[src/rtl/i2c_am_pkg.sv]
package i2c_am_pkg;
  localparam int ADDR_W = 7;
  localparam int BYTE_W = ADDR_W + 1;

  typedef enum logic [1:0] {
    ST_IDLE,
    ST_ADDR,
    ST_ACK,
    ST_HOLD
  } am_state_e;
endpackage

[src/rtl/i2c_am_sync.sv]
module i2c_am_sync #(
  parameter int STAGES = 2
) (
  input  logic clk_i,
  input  logic rst_ni,
  input  logic scl_i,
  input  logic sda_i,
  output logic sda_o,
  output logic scl_rise_o,
  output logic scl_fall_o,
  output logic start_o,
  output logic stop_o
);
  logic [STAGES-1:0] scl_sr, sda_sr;
  logic scl_s, sda_s, scl_q, sda_q;

  // bus idles high: reset to 1 so no edge is seen at reset release
  always_ff @(posedge clk_i or negedge rst_ni) begin
    if (!rst_ni) begin
      scl_sr <= '1;
      sda_sr <= '1;
      scl_q  <= 1'b1;
      sda_q  <= 1'b1;
    end else begin
      scl_sr <= {scl_sr[STAGES-2:0], scl_i};
      sda_sr <= {sda_sr[STAGES-2:0], sda_i};
      scl_q  <= scl_s;
      sda_q  <= sda_s;
    end
  end

  assign scl_s      = scl_sr[STAGES-1];
  assign sda_s      = sda_sr[STAGES-1];
  assign sda_o      = sda_s;
  assign scl_rise_o = scl_s & ~scl_q;
  assign scl_fall_o = ~scl_s & scl_q;
  assign start_o    = scl_s & scl_q & sda_q & ~sda_s;
  assign stop_o     = scl_s & scl_q & ~sda_q & sda_s;
endmodule

[src/rtl/i2c_am_shift.sv]
module i2c_am_shift #(
  parameter int BYTE_W = 8
) (
  input  logic              clk_i,
  input  logic              rst_ni,
  input  logic              clr_i,
  input  logic              shift_i,
  input  logic              bit_i,
  output logic [BYTE_W-1:0] byte_o,
  output logic              full_o
);
  localparam int CNT_W = $clog2(BYTE_W + 1);

  logic [CNT_W-1:0] cnt_q;

  always_ff @(posedge clk_i or negedge rst_ni) begin
    if (!rst_ni) begin
      byte_o <= '0;
      cnt_q  <= '0;
    end else if (clr_i) begin
      byte_o <= '0;
      cnt_q  <= '0;
    end else if (shift_i && !full_o) begin
      byte_o <= {byte_o[BYTE_W-2:0], bit_i};
      cnt_q  <= cnt_q + 1'b1;
    end
  end

  assign full_o = (cnt_q == CNT_W'(BYTE_W));
endmodule

[src/rtl/i2c_am_cmp.sv]
module i2c_am_cmp #(
  parameter int ADDR_W = 7
) (
  input  logic [ADDR_W-1:0] rx_i,
  input  logic [ADDR_W-1:0] own_i,
  input  logic [ADDR_W-1:0] alt_i,
  input  logic              dual_i,
  output logic              hit_o
);
  logic [ADDR_W-1:0] bit_ok;

  for (genvar i = 0; i < ADDR_W; i++) begin : g_bit
    assign bit_ok[i] = alt_i[i] | (rx_i[i] ~^ own_i[i]);
  end

  assign hit_o = dual_i ? ((rx_i == own_i) | (rx_i == alt_i)) : (&bit_ok);
endmodule

[src/rtl/i2c_addr_match.sv]
module i2c_addr_match
  import i2c_am_pkg::*;
#(
  parameter int SYNC_STAGES = 2
) (
  input  logic       clk_i,
  input  logic       rst_ni,
  input  logic       scl_i,
  input  logic       sda_i,
  output logic       scl_hold_o,
  output logic       sda_pull_o,
  input  logic [7:0] own_addr_i,
  input  logic [7:0] alt_addr_i,
  input  logic       data_acc_i,
  output logic       match_irq_o,
  output logic       rw_o
);
  am_state_e st_q, st_d;
  logic sda_s, scl_rise, scl_fall, start, stop;
  logic sh_clr, sh_en, sh_full, addr_hit, irq_set;
  logic [BYTE_W-1:0] rx_byte;

  i2c_am_sync #(.STAGES(SYNC_STAGES)) u_sync (
    .clk_i, .rst_ni, .scl_i, .sda_i,
    .sda_o(sda_s), .scl_rise_o(scl_rise), .scl_fall_o(scl_fall),
    .start_o(start), .stop_o(stop)
  );

  i2c_am_shift #(.BYTE_W(BYTE_W)) u_shift (
    .clk_i, .rst_ni, .clr_i(sh_clr), .shift_i(sh_en), .bit_i(sda_s),
    .byte_o(rx_byte), .full_o(sh_full)
  );

  i2c_am_cmp #(.ADDR_W(ADDR_W)) u_cmp (
    .rx_i(rx_byte[BYTE_W-1:1]), .own_i(own_addr_i[BYTE_W-1:1]),
    .alt_i(alt_addr_i[BYTE_W-1:1]), .dual_i(alt_addr_i[0]), .hit_o(addr_hit)
  );

  assign sh_en = (st_q == ST_ADDR) && scl_rise;

  always_comb begin
    st_d    = st_q;
    sh_clr  = 1'b0;
    irq_set = 1'b0;
    if (start) begin
      st_d   = ST_ADDR;
      sh_clr = 1'b1;
    end else if (stop) begin
      st_d = ST_IDLE;
    end else begin
      unique case (st_q)
        ST_ADDR: if (scl_fall && sh_full) begin
          st_d    = addr_hit ? ST_ACK : ST_IDLE;
          irq_set = addr_hit;
        end
        ST_ACK:  if (scl_fall) st_d = ST_HOLD;
        ST_HOLD: if (data_acc_i) st_d = ST_IDLE;
        default: ;
      endcase
    end
  end

  always_ff @(posedge clk_i or negedge rst_ni) begin
    if (!rst_ni) begin
      st_q        <= ST_IDLE;
      match_irq_o <= 1'b0;
      rw_o        <= 1'b0;
    end else begin
      st_q <= st_d;
      if (data_acc_i)   match_irq_o <= 1'b0;
      else if (irq_set) match_irq_o <= 1'b1;
      if (irq_set) rw_o <= rx_byte[0];
    end
  end

  assign sda_pull_o = (st_q == ST_ACK);
  assign scl_hold_o = (st_q == ST_HOLD);
endmodule

[config.mk]
export PLATFORM = sky130hd
export DESIGN_NAME = i2c_addr_match
export DESIGN_NICKNAME = d
export VERILOG_FILES = /design/src/rtl/i2c_am_pkg.sv /design/src/rtl/i2c_am_sync.sv /design/src/rtl/i2c_am_shift.sv /design/src/rtl/i2c_am_cmp.sv /design/src/rtl/i2c_addr_match.sv
export SDC_FILE = /design/constraint.sdc
export NUM_CORES = 1
export LEC_CHECK = 0
export ABC_CLOCK_PERIOD_IN_PS = 2180
export CAP_MARGIN = 20
export CORE_MARGIN = 2
export CORE_UTILIZATION = 49
export CTS_CLUSTER_SIZE = 24
export DETAILED_ROUTE_END_ITERATION = 8
export PLACE_DENSITY = 0.78
export SYNTH_ARGS = -nofsm -noshare
export SYNTH_HDL_FRONTEND = slang
export SYNTH_SLANG_ARGS = --single-unit
[constraint.sdc]
create_clock -name clk_i -period 2.18 [get_ports clk_i]
set_clock_uncertainty 0.05 [all_clocks]
set_input_delay 0.218 -clock clk_i [delete_from_list [all_inputs] [get_ports clk_i]]
set_output_delay 0.218 -clock clk_i [all_outputs]
set_load 0.02 [all_outputs]
Yosys cells after proc, flatten, opt, wreduce, memory -nomap -nowiden
Index checks and enable logic that the tools add are counted.

Flip-flop bits (word level): 22. Input port bits: 21. Logic and storage cells: 73.

Add/sub/neg operators: 1. Equal/unequal tests: 9. Mux-type cells: 19. Bitwise logic cells: 26. Reduce and logical (&&, ||, !) cells: 9.

Operators by type and width (number): 2-to-1 mux 8 bit (2); == test 7 bit (2); 2-to-1 mux 2 bit (6); 2-to-1 mux 1 bit (8); 2-to-1 mux 4 bit (2); != test 4 x 1 -> 1 bit (second input constant) (2); OR 1 bit (8); bitwise AND 1 bit (7); AND reduction 7 bit (1); XNOR 1 bit (7); case mux 2 bit (3 select lines) (1); nonzero test 5 bit (1); adder 4 x 1 -> 4 bit (second input constant) (1); == test 2 bit (second input constant) (2); == test 4 bit (second input constant) (1); != test 4 x 3 -> 1 bit (second input constant) (1); NOT 1 bit (4); AND reduction 4 bit (1); nonzero test 2 bit (2); logical AND 1 bit (3); == test 2 x 1 -> 1 bit (second input constant) (1); zero test 1 bit (1).

Depth between registers and ports, before layout
Depth after elaboration: 10. Depth in mapped cells: 8.

Cells and area by module
A second synthesis with hierarchy kept.

Cells, all modules: 112. Area, all modules: 1222.4 µm².

By module, submodules not included: i2c_am_shift (times used 1, cells each 52, area each 600.6 µm², seq. area each 300.3 µm²); i2c_addr_match (times used 1, cells each 21, area each 220.2 µm², seq. area each 100.1 µm²); i2c_am_cmp (times used 1, cells each 29, area each 211.5 µm², seq. area each 0.0 µm²); i2c_am_sync (times used 1, cells each 10, area each 190.2 µm², seq. area each 157.7 µm²).

Worst setup path after synthesis
OpenSTA, ideal clock, no wires.

Path kind: register -> register. From: register u_shift.cnt_q[0]. To: register rw_o. Library setup time: 125 ps. Arrival time: 1543 ps. Required time: 2005 ps. Path slack: 462 ps. Cell stages (with the launch flop): 9. Path buffers: 0. Period minus slack after synthesis: 1718 ps. Cell sequence: dfrtp_1 > inv_1 > ha_1 > nand3b_1 > nor2b_2 > and3b_1 > nand2b_1 > o22a_2 > mux2_4.

Cells in the longest elaborated chain, start to end: 6.

Ends and longest elaborated chain: start: declaration (RTL line i2c_am_shift.sv:14) `logic [CNT_W-1:0] cnt_q;`; start signal: assignment (RTL line i2c_am_shift.sv:25) `cnt_q <= cnt_q + 1'b1;`; == test 4 bit (RTL line i2c_am_shift.sv:29) `assign full_o = (cnt_q == CNT_W'(BYTE_W));`; logical AND 1 bit (RTL line i2c_addr_match.sv:52) `ST_ADDR: if (scl_fall && sh_full) begin`; 2-to-1 mux 1 bit (RTL line i2c_addr_match.sv:52); 2-to-1 mux 1 bit (RTL line i2c_addr_match.sv:51) `unique case (st_q)`; 2-to-1 mux 1 bit (RTL line i2c_addr_match.sv:48) `end else if (stop) begin`; 2-to-1 mux 1 bit (RTL line i2c_addr_match.sv:45) `if (start) begin`; end signal: assignment (RTL line i2c_addr_match.sv:72) `if (irq_set) rw_o <= rx_byte[0];`; end: declaration (RTL line i2c_addr_match.sv:16) `output logic rw_o`.

No other way between the ends. A chain may end at the register's enable or synchronous reset.

Worst setup path in the final report
From: register u_sync.scl_sr[1]. To: register u_shift.byte_o[3].

Cells in the longest elaborated chain, start to end: 5.

Ends and longest elaborated chain: start: declaration (RTL line i2c_am_sync.sv:14) `logic [STAGES-1:0] scl_sr, sda_sr;`; start signal: assignment (RTL line i2c_am_sync.sv:25) `scl_sr <= {scl_sr[STAGES-2:0], scl_i};`; bitwise AND 1 bit (3 in series) (RTL line i2c_am_sync.sv:37) `assign start_o = scl_s & scl_q & sda_q & ~sda_s;`; 2-to-1 mux 1 bit (RTL line i2c_addr_match.sv:45); 2-to-1 mux 8 bit / nonzero test 2 bit (equally long branches); end signal: assignment (RTL line i2c_am_shift.sv:24) `byte_o <= {byte_o[BYTE_W-2:0], bit_i};`; end: declaration (RTL line i2c_am_shift.sv:9) `output logic [BYTE_W-1:0] byte_o,`.

Parallel ways exist; a longest one is shown, timed or not.

==> impl_metrics.yaml <==
cts:
  hold_buffers: 0
  ctsResizeCount: 0
  cts_root_buf: "clkbuf_4"
  cts_tree: "built"
  cts.htree.levels: 1
  numCtsBuffers: 3
  clkSlewWorstSetupHoldPaths_ps: 120
  clkSinkCount: 22
  insertion_delay_ps: 320
  post_cts_buffers: 0
  clk_path_buf_depth: 2
yosys:
  syn_inst: 100
  synth_edf_count: 0
  syn-cell-area_sq_um: 1130
  yosysUniqueCellTypes: 33
  yosys.area.top_type: "dfrtp_1"
  ys_ff_latch: 22
  seq_area_frac_synth: 0.495
  avgSynthCellArea_sq_um: 11.3
  synth_ff_type: "dfrtp_1"
  synth_fp_nets: 123
  synth_area_leaders: "dfrtp_1 (36%), dfstp_2 (14%), xor2_1 (7.8%)"
  synth_top_area_share: 0.355
  ys.warnings.count: 0
  ys_async_sr_fraction: 1.00
timing:
  holdWs_ps: 128
  drv_slew: 0
  rsz0062_at_grt: "false"
  slew_headroom: 0.611
  setup_viol: 0
  period_minus_slack_ps: 1990
  fin_tns_setup_ps: 0
  finalHoldViolations: 0
  timing.fmax_ghz: 0.503
  fin_crit_sh: 0.913
  worst_slew_pin_slew_ps: 582
route:
  route.detailed.drc: 0
  vias: 832
  initialDrtViolationCount: 17
  final_antenna_net_count: 0
  wl_um: 2030
  firstDrtPassIters: 4
  wl_per_cell_um: 13.0
  viasPerCell: 5.33
floorplanning:
  die_h_um: 52.0
  die_area_sq_um: 2700
  design.portCount: 25
  fp-row-count: 17
  fp.dieW_um: 52.0
  initial_core_util: 0.515
  core_sq_um: 2190
worst_setup_path:
  crit_chain: "nor4bb_1, and2_1, nor2_1, a22o_2"
  cp_num_buf_inv: 0
  worst_path_max_delay_cell: "dfstp_2"
  path_delay_family: "simple AND/OR/NAND/NOR gates"
  path_class: "flip-flop to flip-flop"
  crit_path_start: "u_sync.scl_sr[1]"
  critPathMaxFanout: 9
  critical_path_required_ps: 2340
  crit_arrival_ps: 2150
  slowest_delay_ps: 590
  regToRegStartpoint: "u_sync.scl_sr[1]"
  crit_path_end_kind: "flip-flop"
  critPathLaunchType: "flip-flop"
pwr:
  combPwrFrac: 0.163
  power_density_nw_per_um2: 655
  total_power_uw: 953
  p_leak_nw: 0.636
  p_clk_frac: 0.325
  p_seq_frac: 0.512
  vdd_ir_drop_max_mv: 0.754
  power.switching_uw: 227
  swShare: 0.239
  p_int_uw: 726
placed_design:
  globalplace.congestion: 0.767
  hpwl_um: 1560
  port_buffers: 23
run_status:
  status: "completed"
cells_and_area:
  area_delta_synth_final_pct: 29.1
  final_common_cell: "clkdlybuf4s50_1"
  fin_util: 0.664
  drive_gt1_frac: 0.148
  antenna_cells: 0
  fin_nets: 152
  final_cell_mix: "clkdlybuf4s50_1 (23), dfrtp_1 (16), xor2_1 (10)"
min_path:
  holdCritPathClass: "input port to async pin"
grt:
  grt_pass1_vias: 751
  gr-total-overflow: 0
  grt_start_max_net_pins: 14
  antenna_found_initial: 0
  grt_pass1_wl_um: 3430
  grt.total_usage: 0.175
run:
  maxCapViolCount: 0
==> routing by layer <==
metal	vias to the layer above	wire, um	track usage
met1	403	931	0.236
met3	4	93	0.0431
met5	-	0	0
li1	407	-	-
met4	0	36	0.0789
met2	18	969	0.266
==> final timing paths <==
kind | to | slack (ps) | depth (start not counted)
setup / recovery | u_shift.byte_o[3] | 190 | 4
hold / removal | u_shift.byte_o[4] | 130 | 1
setup reg to reg | u_shift.byte_o[3] | 190 | 4
hold reg to reg | u_sync.scl_sr[1] | 300 | 0
max in group asynchronous | u_sync.scl_sr[0] | 1360 | 2
min in group clk_i | u_sync.scl_sr[0] | 250 | 1
==> power by group through the flow <==
stage	logic [mW]	registers (mW)	clock network, mW
2_1_floorplan	0.0920	0.486	0
3_3_place_gp	0.152	0.495	0
3_5_place_dp	0.155	0.496	0
4_1_cts	0.156	0.488	0.318
5_1_grt	0.173	0.496	0.329
6_report	0.155	0.488	0.310
==> cells by family (layout without fill, tap and decap cells) <==
family | after synthesis | count (layout) | synth area share
mux | 2 | 2 | 0.0222
flops | 22 | 22 | 0.495
compound gates | 20 | 20 | 0.145
buf+inv | 6 | 34 | 0.0211
xor+xnor | 18 | 18 | 0.140
fa+ha+maj | 2 | 2 | 0.0222
simple gates | 30 | 30 | 0.154
==> layout make-up <==
class,instances,area (sq um)
Sequential cell,22,558
Clock inverter,1,30.0
Clock buffer,3,22.5
Inverter,5,18.8
Timing Repair Buffer,25,245
Fill cell,179,736
Multi-Input combinational cell,72,546
Tap cell,28,35.0
==> worst reg2reg max path: stages (launching register included) <==
cell      delay, ps
dfstp_2         590
nor4bb_1        430
and2_1          350
nor2_1          210
a22o_2          250
==> sequential cells by signal (all words and copies together), names as in the netlist <==
register	flops
u_shift.byte_o	8
u_shift.cnt_q	4
st_q	2
u_sync.scl_sr	2
u_sync.sda_sr	2
match_irq_o	1
rw_o	1
u_sync.scl_q	1
u_sync.sda_q	1
==> cells in the mapped netlist (2+ instances only) <==
master    count
dfrtp_1      16
xor2_1       10
xnor2_1       8
a22o_1        7
dfstp_2       6
nor2_1        6
inv_1         5
nand2_1       5
nand2b_1      3
a21oi_1       2
a22o_2        2
and2_1        2
and2b_1       2
ha_1          2
nand4_1       2
nor2b_1       2
nor4_1        2
o21ai_0       2
o221a_2       2
==> stage by stage <==
stage | worst slack (ps) | instance area (sq um) | instances
after CTS | 192 | 1460 | 156
after global routing | 15.3 | 1460 | 156
final | 191 | 1460 | 156
after global placement | 147 | 1400 | 152
after detailed placement | 128 | 1400 | 152
after floorplan | 462 | 1130 | 100
(Power assumes the default switching activity.)
